==> src/rtl/sec_wrap_pkg.sv <==
package sec_wrap_pkg;
    typedef enum logic [1:0] {
        EVT_NONE   = 2'b00,
        EVT_FLAG   = 2'b01,
        EVT_ACCESS = 2'b10
    } evt_code_e;

    typedef enum logic [1:0] {
        RD_IDLE = 2'd0,
        RD_LO   = 2'd1,
        RD_HI   = 2'd2
    } rd_state_e;

    localparam logic [1:0] CFG_OBS   = 2'd0;
    localparam logic [1:0] CFG_WATCH = 2'd1;
    localparam logic [1:0] CFG_CTL   = 2'd2;
    localparam logic [1:0] CFG_LOCK  = 2'd3;
endpackage

==> src/rtl/sec_wrap_cfg.sv <==
module sec_wrap_cfg
    import sec_wrap_pkg::*;
#(
    parameter int N_OBS = 8,
    parameter int N_CTL = 4,
    parameter int AW    = 8,
    parameter int CFG_W = 9
) (
    input  logic             clk,
    input  logic             rst_n,
    input  logic             cfg_we,
    input  logic [1:0]       cfg_sel,
    input  logic [CFG_W-1:0] cfg_wdata,
    output logic [N_OBS-1:0] obs_mask,
    output logic [AW-1:0]    watch_addr,
    output logic             watch_en,
    output logic [N_CTL-1:0] ctl_mask
);
    typedef struct packed {
        logic [N_OBS-1:0] obs_mask;
        logic [AW-1:0]    watch_addr;
        logic             watch_en;
        logic [N_CTL-1:0] ctl_mask;
        logic             locked;
    } cfg_t;

    cfg_t cfg_d, cfg_q;

    always_comb begin
        cfg_d = cfg_q;
        if (cfg_we && !cfg_q.locked) begin
            case (cfg_sel)
                CFG_OBS:   cfg_d.obs_mask = cfg_wdata[N_OBS-1:0];
                CFG_WATCH: begin
                    cfg_d.watch_addr = cfg_wdata[AW-1:0];
                    cfg_d.watch_en   = cfg_wdata[AW];
                end
                CFG_CTL:   cfg_d.ctl_mask = cfg_wdata[N_CTL-1:0];
                default:   cfg_d.locked = 1'b1;
            endcase
        end
    end

    always_ff @(posedge clk or negedge rst_n) begin
        if (!rst_n) cfg_q <= '0;
        else        cfg_q <= cfg_d;
    end

    assign obs_mask   = cfg_q.obs_mask;
    assign watch_addr = cfg_q.watch_addr;
    assign watch_en   = cfg_q.watch_en;
    assign ctl_mask   = cfg_q.ctl_mask;
endmodule

==> src/rtl/sec_wrap_detect.sv <==
module sec_wrap_detect #(
    parameter int N_OBS = 8,
    parameter int IW    = 3
) (
    input  logic             clk,
    input  logic             rst_n,
    input  logic [N_OBS-1:0] obs,
    input  logic [N_OBS-1:0] obs_mask,
    output logic             rise_hit,
    output logic [IW-1:0]    rise_idx
);
    logic [N_OBS-1:0] prev_d, prev_q;
    logic [N_OBS-1:0] rise;

    always_comb begin
        prev_d   = obs;
        rise     = obs & ~prev_q & obs_mask;
        rise_hit = |rise;
        rise_idx = '0;
        for (int i = N_OBS - 1; i >= 0; i--) begin
            if (rise[i]) rise_idx = IW'(i);
        end
    end

    always_ff @(posedge clk or negedge rst_n) begin
        if (!rst_n) prev_q <= '0;
        else        prev_q <= prev_d;
    end
endmodule

==> src/rtl/sec_wrap_gate.sv <==
module sec_wrap_gate #(
    parameter int AW    = 8,
    parameter int N_CTL = 4
) (
    input  logic             clk,
    input  logic             rst_n,
    input  logic             ip_req,
    input  logic [AW-1:0]    ip_addr,
    input  logic             fab_gnt,
    input  logic [AW-1:0]    watch_addr,
    input  logic             watch_en,
    input  logic             eng_allow,
    input  logic             eng_dis_set,
    input  logic             eng_dis_clr,
    input  logic [N_CTL-1:0] ip_ctl,
    input  logic [N_CTL-1:0] eng_force,
    input  logic [N_CTL-1:0] ctl_mask,
    output logic             acc_hit,
    output logic             fab_req,
    output logic             ip_gnt,
    output logic             ip_deny,
    output logic [N_CTL-1:0] ctl_out
);
    typedef struct packed {
        logic dis;
        logic pend;
        logic pass;
    } gate_t;

    gate_t st_d, st_q;

    always_comb begin
        acc_hit = ip_req && watch_en && (ip_addr == watch_addr)
                  && !st_q.dis && !st_q.pend && !st_q.pass;
        fab_req = ip_req && !st_q.dis && !st_q.pend && !acc_hit;
        ip_gnt  = fab_req && fab_gnt;
        ip_deny = ip_req && st_q.dis;

        st_d = st_q;
        if (eng_dis_set)      st_d.dis = 1'b1;
        else if (eng_dis_clr) st_d.dis = 1'b0;

        if (eng_allow || eng_dis_set) st_d.pend = 1'b0;
        else if (acc_hit)             st_d.pend = 1'b1;

        if (eng_dis_set)                    st_d.pass = 1'b0;
        else if (eng_allow && st_q.pend)    st_d.pass = 1'b1;
        else if (st_q.pass && ip_gnt)       st_d.pass = 1'b0;
    end

    always_ff @(posedge clk or negedge rst_n) begin
        if (!rst_n) st_q <= '0;
        else        st_q <= st_d;
    end

    for (genvar g = 0; g < N_CTL; g++) begin : g_ovr
        assign ctl_out[g] = ctl_mask[g] ? eng_force[g] : ip_ctl[g];
    end
endmodule

==> src/rtl/sec_wrap_queue.sv <==
module sec_wrap_queue
    import sec_wrap_pkg::*;
#(
    parameter int FW = 15,
    parameter int HW = 8
) (
    input  logic          clk,
    input  logic          rst_n,
    input  logic          push0,
    input  logic [FW-1:0] frame0,
    input  logic          push1,
    input  logic [FW-1:0] frame1,
    input  logic          eng_rd,
    output logic          evt_flag,
    output logic          evt_dvld,
    output logic [HW-1:0] evt_data,
    output logic          evt_ovf
);
    localparam int PW = 2 * HW;

    typedef struct packed {
        logic          va;
        logic [FW-1:0] fa;
        logic          vb;
        logic [FW-1:0] fb;
        rd_state_e     rd;
        logic          ovf;
    } q_t;

    q_t q_d, q_q;
    logic [PW-1:0] head_pad;

    always_comb begin
        q_d = q_q;
        unique case (q_q.rd)
            RD_IDLE: if (eng_rd && q_q.va) q_d.rd = RD_LO;
            RD_LO:   q_d.rd = RD_HI;
            RD_HI: begin
                q_d.rd = RD_IDLE;
                q_d.va = q_q.vb;
                q_d.fa = q_q.fb;
                q_d.vb = 1'b0;
            end
            default: q_d.rd = RD_IDLE;
        endcase

        if (push0) begin
            if (!q_d.va) begin
                q_d.va = 1'b1;
                q_d.fa = frame0;
            end else if (!q_d.vb) begin
                q_d.vb = 1'b1;
                q_d.fb = frame0;
            end else begin
                q_d.ovf = 1'b1;
            end
        end
        if (push1) begin
            if (!q_d.va) begin
                q_d.va = 1'b1;
                q_d.fa = frame1;
            end else if (!q_d.vb) begin
                q_d.vb = 1'b1;
                q_d.fb = frame1;
            end else begin
                q_d.ovf = 1'b1;
            end
        end
    end

    always_ff @(posedge clk or negedge rst_n) begin
        if (!rst_n) q_q <= '{va: 1'b0, fa: '0, vb: 1'b0, fb: '0, rd: RD_IDLE, ovf: 1'b0};
        else        q_q <= q_d;
    end

    assign head_pad = PW'(q_q.fa);
    assign evt_flag = q_q.va;
    assign evt_dvld = (q_q.rd == RD_LO) || (q_q.rd == RD_HI);
    assign evt_data = (q_q.rd == RD_HI) ? head_pad[PW-1:HW] : head_pad[HW-1:0];
    assign evt_ovf  = q_q.ovf;
endmodule

==> src/rtl/sec_wrap.sv <==
module sec_wrap
    import sec_wrap_pkg::*;
#(
    parameter int N_OBS  = 8,
    parameter int N_CTL  = 4,
    parameter int AW     = 8,
    parameter int SW     = 4,
    parameter int SRC_ID = 5,
    localparam int CFG_W = (N_OBS > AW + 1) ? ((N_OBS > N_CTL) ? N_OBS : N_CTL)
                                            : ((AW + 1 > N_CTL) ? AW + 1 : N_CTL),
    localparam int FW    = 2 + SW + AW + 1,
    localparam int HW    = (FW + 1) / 2
) (
    input  logic             clk,
    input  logic             rst_n,
    input  logic             cfg_we,
    input  logic [1:0]       cfg_sel,
    input  logic [CFG_W-1:0] cfg_wdata,
    input  logic [N_OBS-1:0] obs,
    input  logic             ip_req,
    input  logic [AW-1:0]    ip_addr,
    input  logic             ip_we,
    output logic             ip_gnt,
    output logic             ip_deny,
    output logic             fab_req,
    output logic [AW-1:0]    fab_addr,
    output logic             fab_we,
    input  logic             fab_gnt,
    input  logic [N_CTL-1:0] ip_ctl,
    output logic [N_CTL-1:0] ctl_out,
    input  logic [N_CTL-1:0] eng_force,
    input  logic             eng_allow,
    input  logic             eng_dis_set,
    input  logic             eng_dis_clr,
    input  logic             eng_rd,
    output logic             evt_flag,
    output logic             evt_dvld,
    output logic [HW-1:0]    evt_data,
    output logic             evt_ovf
);
    localparam int IW = (N_OBS > 1) ? $clog2(N_OBS) : 1;

    logic [N_OBS-1:0] obs_mask;
    logic [AW-1:0]    watch_addr;
    logic             watch_en;
    logic [N_CTL-1:0] ctl_mask;
    logic             rise_hit;
    logic [IW-1:0]    rise_idx;
    logic             acc_hit;
    logic [FW-1:0]    acc_frame;
    logic [FW-1:0]    flag_frame;

    sec_wrap_cfg #(.N_OBS(N_OBS), .N_CTL(N_CTL), .AW(AW), .CFG_W(CFG_W)) u_cfg (
        .clk(clk), .rst_n(rst_n), .cfg_we(cfg_we), .cfg_sel(cfg_sel),
        .cfg_wdata(cfg_wdata), .obs_mask(obs_mask), .watch_addr(watch_addr),
        .watch_en(watch_en), .ctl_mask(ctl_mask)
    );

    sec_wrap_detect #(.N_OBS(N_OBS), .IW(IW)) u_det (
        .clk(clk), .rst_n(rst_n), .obs(obs), .obs_mask(obs_mask),
        .rise_hit(rise_hit), .rise_idx(rise_idx)
    );

    sec_wrap_gate #(.AW(AW), .N_CTL(N_CTL)) u_gate (
        .clk(clk), .rst_n(rst_n), .ip_req(ip_req), .ip_addr(ip_addr),
        .fab_gnt(fab_gnt), .watch_addr(watch_addr), .watch_en(watch_en),
        .eng_allow(eng_allow), .eng_dis_set(eng_dis_set), .eng_dis_clr(eng_dis_clr),
        .ip_ctl(ip_ctl), .eng_force(eng_force), .ctl_mask(ctl_mask),
        .acc_hit(acc_hit), .fab_req(fab_req), .ip_gnt(ip_gnt),
        .ip_deny(ip_deny), .ctl_out(ctl_out)
    );

    assign acc_frame  = {EVT_ACCESS, SW'(SRC_ID), ip_addr, ip_we};
    assign flag_frame = {EVT_FLAG, SW'(SRC_ID), AW'(rise_idx), 1'b0};

    sec_wrap_queue #(.FW(FW), .HW(HW)) u_queue (
        .clk(clk), .rst_n(rst_n),
        .push0(acc_hit), .frame0(acc_frame),
        .push1(rise_hit), .frame1(flag_frame),
        .eng_rd(eng_rd), .evt_flag(evt_flag), .evt_dvld(evt_dvld),
        .evt_data(evt_data), .evt_ovf(evt_ovf)
    );

    assign fab_addr = ip_addr;
    assign fab_we   = ip_we;
endmodule

==> config.mk <==
export PLATFORM = sky130hd
export DESIGN_NAME = sec_wrap
export DESIGN_NICKNAME = d
export VERILOG_FILES = /design/src/rtl/sec_wrap_pkg.sv /design/src/rtl/sec_wrap_cfg.sv /design/src/rtl/sec_wrap_detect.sv /design/src/rtl/sec_wrap_gate.sv /design/src/rtl/sec_wrap_queue.sv /design/src/rtl/sec_wrap.sv
export SDC_FILE = /design/constraint.sdc
export NUM_CORES = 1
export LEC_CHECK = 0
export ABC_CLOCK_PERIOD_IN_PS = 2800
export CORE_UTILIZATION = 40
export DETAILED_ROUTE_END_ITERATION = 8
export GPL_TIMING_DRIVEN = 0
export PLACE_DENSITY = 0.64
export SYNTH_ARGS = -nofsm -noshare
export SYNTH_HDL_FRONTEND = slang
export SYNTH_SLANG_ARGS = --single-unit
==> constraint.sdc <==
create_clock -name clk -period 2.8 [get_ports clk]
set_input_delay 0.56 -clock clk [delete_from_list [all_inputs] [get_ports clk]]
set_output_delay 0.56 -clock clk [all_outputs]
set_load 0.01 [all_outputs]
# After elaboration in Yosys (flattened, before gate mapping)
# Index checks and enable logic that the tools add are counted.
# W data, S select, Z words.
op_classes:
  n_eq_ne: 6
  muxes: 37
  n_bitwise: 4
  n_reduce_logical: 32
ops:
  columns: ["op", "n"]
  rows:
  - ["$mux W32", 2]
  - ["$mux W15", 4]
  - ["$mux W16", 2]
  - ["$mux W3", 8]
  - ["$mux W1", 17]
  - ["$mux W17", 1]
  - ["$and A8 B8 Y8", 2]
  - ["$logic_and A1 B1 Y1", 14]
  - ["$eq A8 B8 Y1", 1]
  - ["$mux W8", 1]
  - ["$not A8 Y8", 1]
  - ["$reduce_and A2 Y1", 4]
  - ["$reduce_or A8 Y1", 1]
  - ["$logic_not A1 Y1", 5]
  - ["$eq A2 B1 Y1 const B", 2]
  - ["$eq A2 B2 Y1 const B", 2]
  - ["$logic_not A2 Y1", 2]
  - ["$pmux W2 S2", 1]
  - ["$reduce_bool A2 Y1", 2]
  - ["$reduce_bool A3 Y1", 1]
  - ["$reduce_or A3 Y1", 1]
  - ["$logic_or A1 B1 Y1", 2]
  - ["$mux W2", 1]
  - ["$ne A2 B1 Y1 const B", 1]
  - ["$not A1 Y1", 1]
totals:
  ff_bits: 68
  in_bits: 45
  output_inout_bits: 27
  word_cells: 94

# Logic depth before layout (Yosys ltp)
logic_depth:
  ltp_word: 14
  depth_mapped: 10
  ltp_nobuf: 8

# By module
# A second synthesis with hierarchy kept.
hier_totals:
  hier_cells: 320
  area_unflattened_um2: 3995.1
modules_own_cells:
  columns: ["module", "n_inst", "cells_per_inst", "area_per_inst_um2", "seq_area_each_um2"]
  rows:
  - ["sec_wrap_queue", 1, 181, 2252.2, 875.8]
  - ["sec_wrap_cfg", 1, 68, 1003.5, 550.5]
  - ["sec_wrap_detect", 1, 30, 355.3, 200.2]
  - ["sec_wrap_gate", 1, 30, 309.0, 75.1]
  - ["sec_wrap", 1, 11, 75.1, 0.0]

# Least setup slack after synthesis
# Ideal clock, no wire load.
synth_path:
  path_type: "input port to output port"
  from: "in ip_req"
  to: "out ip_gnt"
  t_arrival_ps: 1722
  required_ps: 2240
  slack_ps: 518
  path_stages: 6
  path_buffers: 1
  path_cell_list: "or3b_1 nor4_2 and3_1 buf_4 nor2_1 and2_1"
synth_via:
  elab_chain_len: 8
synth_rtl:
  columns: ["element", "line_no", "rtl"]
  rows:
  - ["start, declared", "sec_wrap.sv:20", "input logic ip_req,"]
  - ["$logic_and A1 B1 Y1 (2 in series)", "sec_wrap_gate.sv:33", "acc_hit = ip_req && watch_en && (ip_addr == watch_addr)"]
  - ["$logic_and A1 B1 Y1 (3 in series)", "sec_wrap_gate.sv:34", "&& !st_q.dis && !st_q.pend && !st_q.pass;"]
  - ["$logic_not A1 Y1", "sec_wrap_gate.sv:35", "fab_req = ip_req && !st_q.dis && !st_q.pend && !acc_hit;"]
  - ["$logic_and A1 B1 Y1 *", "sec_wrap_gate.sv:35", null]
  - ["named net fab_req", "sec_wrap.sv:25", "output logic fab_req,"]
  - ["$logic_and A1 B1 Y1 *", "sec_wrap_gate.sv:36", "ip_gnt = fab_req && fab_gnt;"]
  - ["end, declared", "sec_wrap.sv:23", "output logic ip_gnt,"]
# Mark *: on every way through the listed nets, which the timed path passes. The rest lies on a longest branch.

# Worst setup path in the final report
layout_path:
  from: "reg u_queue.q_q[1] (netlist name)"
  to: "out evt_data[5]"
layout_via:
  elab_chain_len: 2
layout_rtl:
  columns: ["element", "line_no", "rtl"]
  rows:
  - ["start, declared", "sec_wrap_queue.sv:30", "q_t q_d, q_q;"]
  - ["start signal, assigned", "sec_wrap_queue.sv:72", "if (!rst_n) q_q <= '{va: 1'b0, fa: '0, vb: 1'b0, fb: '0, rd: RD_IDLE, ovf: 1'b0};"]
  - ["start signal, assigned", "sec_wrap_queue.sv:73", "else q_q <= q_d;"]
  - ["$eq A2 B2 Y1", "sec_wrap_queue.sv:79", "assign evt_data = (q_q.rd == RD_HI) ? head_pad[PW-1:HW] : head_pad[HW-1:0];"]
  - ["$mux W8", "sec_wrap_queue.sv:79", null]
  - ["end, declared", "sec_wrap.sv:38", "output logic [HW-1:0] evt_data,"]
# No other way between the ends.

==> out/metrics.yaml <==
status: "complete, no violations"
vdd_ir_drop_max_mv: 0.383
rr_startpoint: "u_gate.st_q[2]$_DFFE_PN0P_"
ant_nets: 0
r2r_cells: 15
cp_slowest_stage_delay_ns: 0.47
ys_ff_latch: 68
async_flop_share_pct: 100
drt_first_pass_iters: 4
yosys_warnings: 0
cp-end-kind: "primary output"
vias_per_cell: 5.01
worst_pin_slew_ns: 0.990
worstPathRequired_ns: 2.24
yosysTopAreaCellShare_pct: 52.2
root_buffer: "clkbuf_8"
syn_inst: 273
synth.avg_cell_area_sq_um: 11.9
synth.area.top_cells: "dfrtp_1, mux2_2, mux2i_1"
ios: 72
clock_path_buffers: 2
grt_pass1_wl_mm: 12.0
multi_input_area_sq_um: 1510
cts.sinks: 68
finalPower_mw: 3.15
final.setup.worst_slack_ns: 0.0910
die_y_um: 92.3
synth_nets: 322
path_buf_inv: 4
synth_area_sq_um: 3260
maxSlewViolCount: 0
drive_gt1_share_pct: 28.6
yosysSeqAreaShare_pct: 52.2
rows: 32
hpwlAfterDp_mm: 5.02
fill_cells: 656
pre_cts_slack_ns: -0.793
max_freq_ghz: 0.369
critPathLaunchType: "register"
reg2reg_setup_slack_ns: 0.16
core_area_sq_um: 7810
synth_edf_count: 0
timing.rr.end: "u_queue.head_pad[1]$_DFF_PN0_"
drt_drc_violations_left: 0
drt-wirelength-per-cell_um: 15.1
crit_type: "reg -> out"
relSlewSlack_pct: 33.8
power.density_nw_per_um2: 688
cp_slowest_cell: "clkdlybuf4s50_1"
drv_cap: 0
synth_ff_type: "dfrtp_1"
finalSetupViolations: 0
p_leak_nw: 2.05
cts_tree: "yes"
place.port_buffers: 71
dieArea_sq_um: 8520
dieWidth_um: 92.3
routed_wl_mm: 7.24
grt_pass1_vias: 2476
insertion_delay_ns: 0.34
gp_congestion: 0.712
htreeDepth: 3
first_iter_violations: 67
period_share_pct: 96.7
tns_ns: 0
crit_arrival_ns: 2.15
netlist.top_cell.by_area: "dfrtp_1"
finClkSkew_ns: 0.00585
area_growth_pct: 40.4
finalHoldViolCount: 0
crit_family: "buffers and inverters"
grt_use_total_pct: 18.6
synth.distinct_cells: 44
grt_max_degree: 69
cts_buffers: 9
rsz0062_at_grt: "no"
via_count: 2401
seqCellArea_sq_um: 1700
synthTopCellsByCount: "dfrtp_1, mux2_2, mux2i_1"
fin_nets: 423
hold_path_class: "in -> async"
start_util_pct: 41.8
period_needed_ns: 2.71
path_cells: "inv_1, ha_1, buf_6, buf_8, mux2_2, clkdlybuf4s50_1"
crit_path_max_fanout: 10
num_antenna_cells: 0
yosysMostFrequentCell: "dfrtp_1"
clk_pin_slew_ns: 0.07
grt_overflow: 0
antenna_found_initial: 0
-- final cells by class --
type | instances | share of cell area [%]
flip-flops and latches | 68 | 37.2
inverters | 8 | 0.656
clock inverters | 1 | 0.656
clock buffers | 13 | 3.91
repair buffers | 90 | 18.5
well taps | 102 | 2.79
multi-input cells | 181 | 33.0
plain buffers | 16 | 3.36
-- sequential cells by signal, indices dropped and copies added, names as in the netlist --
register          cells
u_queue.evt_ovf       1
u_det.prev_q          8
u_cfg.watch_en        1
u_cfg.obs_mask        8
u_gate.st_q           3
u_cfg.cfg_q           1
u_cfg.ctl_mask        4
u_queue.head_pad     15
u_queue.q_q          18
u_cfg.watch_addr      8
u_queue.evt_flag      1
-- per-layer routing --
| layer | part of all wire (%) | GRT usage (%) | wire length (um) |
|---|---|---|---|
| met1 | 45 | 23.2 | 3260 |
| met2 | 50 | 31.2 | 3610 |
| met3 | 3.9 | 5.14 | 285 |
| met4 | 1.2 | 6.25 | 89 |
| met5 | 0 | 0 | 0 |
-- layout by cell type (no fill, tap or decap), types with 2 or more instances in the layout --
cell type,count
a211oi_1,6
a21boi_0,2
a21o_1,2
a21oi_1,5
and2_1,4
and3b_1,3
buf_4,25
buf_6,6
clkbuf_2,2
clkbuf_8,14
clkdlybuf4s50_1,59
dfrtp_1,68
dlygate4sd2_1,5
dlymetal6s2s_1,2
ha_1,4
inv_1,8
mux2_2,35
mux2i_1,27
nand2_1,14
nand3b_1,5
nand4_1,2
nor2_1,24
nor2b_1,4
nor4_4,2
nor4bb_1,2
o211ai_1,3
o21ai_0,8
or2_2,2
xor2_1,2
xor2_2,6
-- where the power goes --
| part | switching (mW) | leakage, nW | internal, mW |
|---|---|---|---|
| logic | 0.491 | 1.10 | 0.577 |
| registers | 0.106 | 0.841 | 1.12 |
| clock network | 0.350 | 0.108 | 0.499 |
| total | 0.948 | 2.05 | 2.20 |
-- cells by family (layout without fill, tap and decap cells) --
family / Yosys count / in the layout / synth area share, %
adders and majority gates: 5 / 5 / 1.84
AOI/OAI and AO/OA: 36 / 36 / 7.67
buffers and inverters: 24 / 128 / 4.18
and+or+nand+nor: 70 / 70 / 11.6
DFF: 68 / 68 / 52.2
muxes: 62 / 62 / 20.4
xor gates and xnor gates: 8 / 8 / 2.15
-- how the worst max path moves through the flow --
stage                                from                            end  slack, ns  cells after the start
2_1_floorplan                      ip_req                         ip_gnt       0.52                      6
5_1_grt                            ip_req       u_queue.q_q[3]$_DFF_PN0_     0.0007                     17
4_1_cts        u_queue.q_q[1]$_DFFE_PN0P_                    evt_data[6]      0.006                      6
3_5_place_dp                   ip_addr[2]                         ip_gnt      -0.79                      8
3_3_place_gp                        rst_n  u_cfg.ctl_mask[0]$_DFFE_PN0P_      -1.19                      1
6_report       u_queue.q_q[1]$_DFFE_PN0P_                    evt_data[5]       0.09                      6
-- what timing repair did --
action                     in CTS  in global routing
setup endpoints to repair      17                 28
buffers inserted               14                  4
hold buffers                    0                  0
pin swaps                       4                  3
gates resized for setup        38                 15
gates cloned                    1                  0
-- stage by stage --
stage | area [sq um] | util [%] | instances | hold WS (ns)
2_1_floorplan | 3260 | - | 273 | 0.264
4_1_cts | 4510 | 57.8 | 475 | 0.367
3_5_place_dp | 4100 | 52.5 | 446 | 0.467
6_report | 4580 | 58.6 | 479 | 0.318
3_3_place_gp | 4100 | 52.5 | 446 | 0.457
5_1_grt | 4580 | 58.6 | 479 | 0.402
No activity file was read; power rests on OpenSTA's default activity.
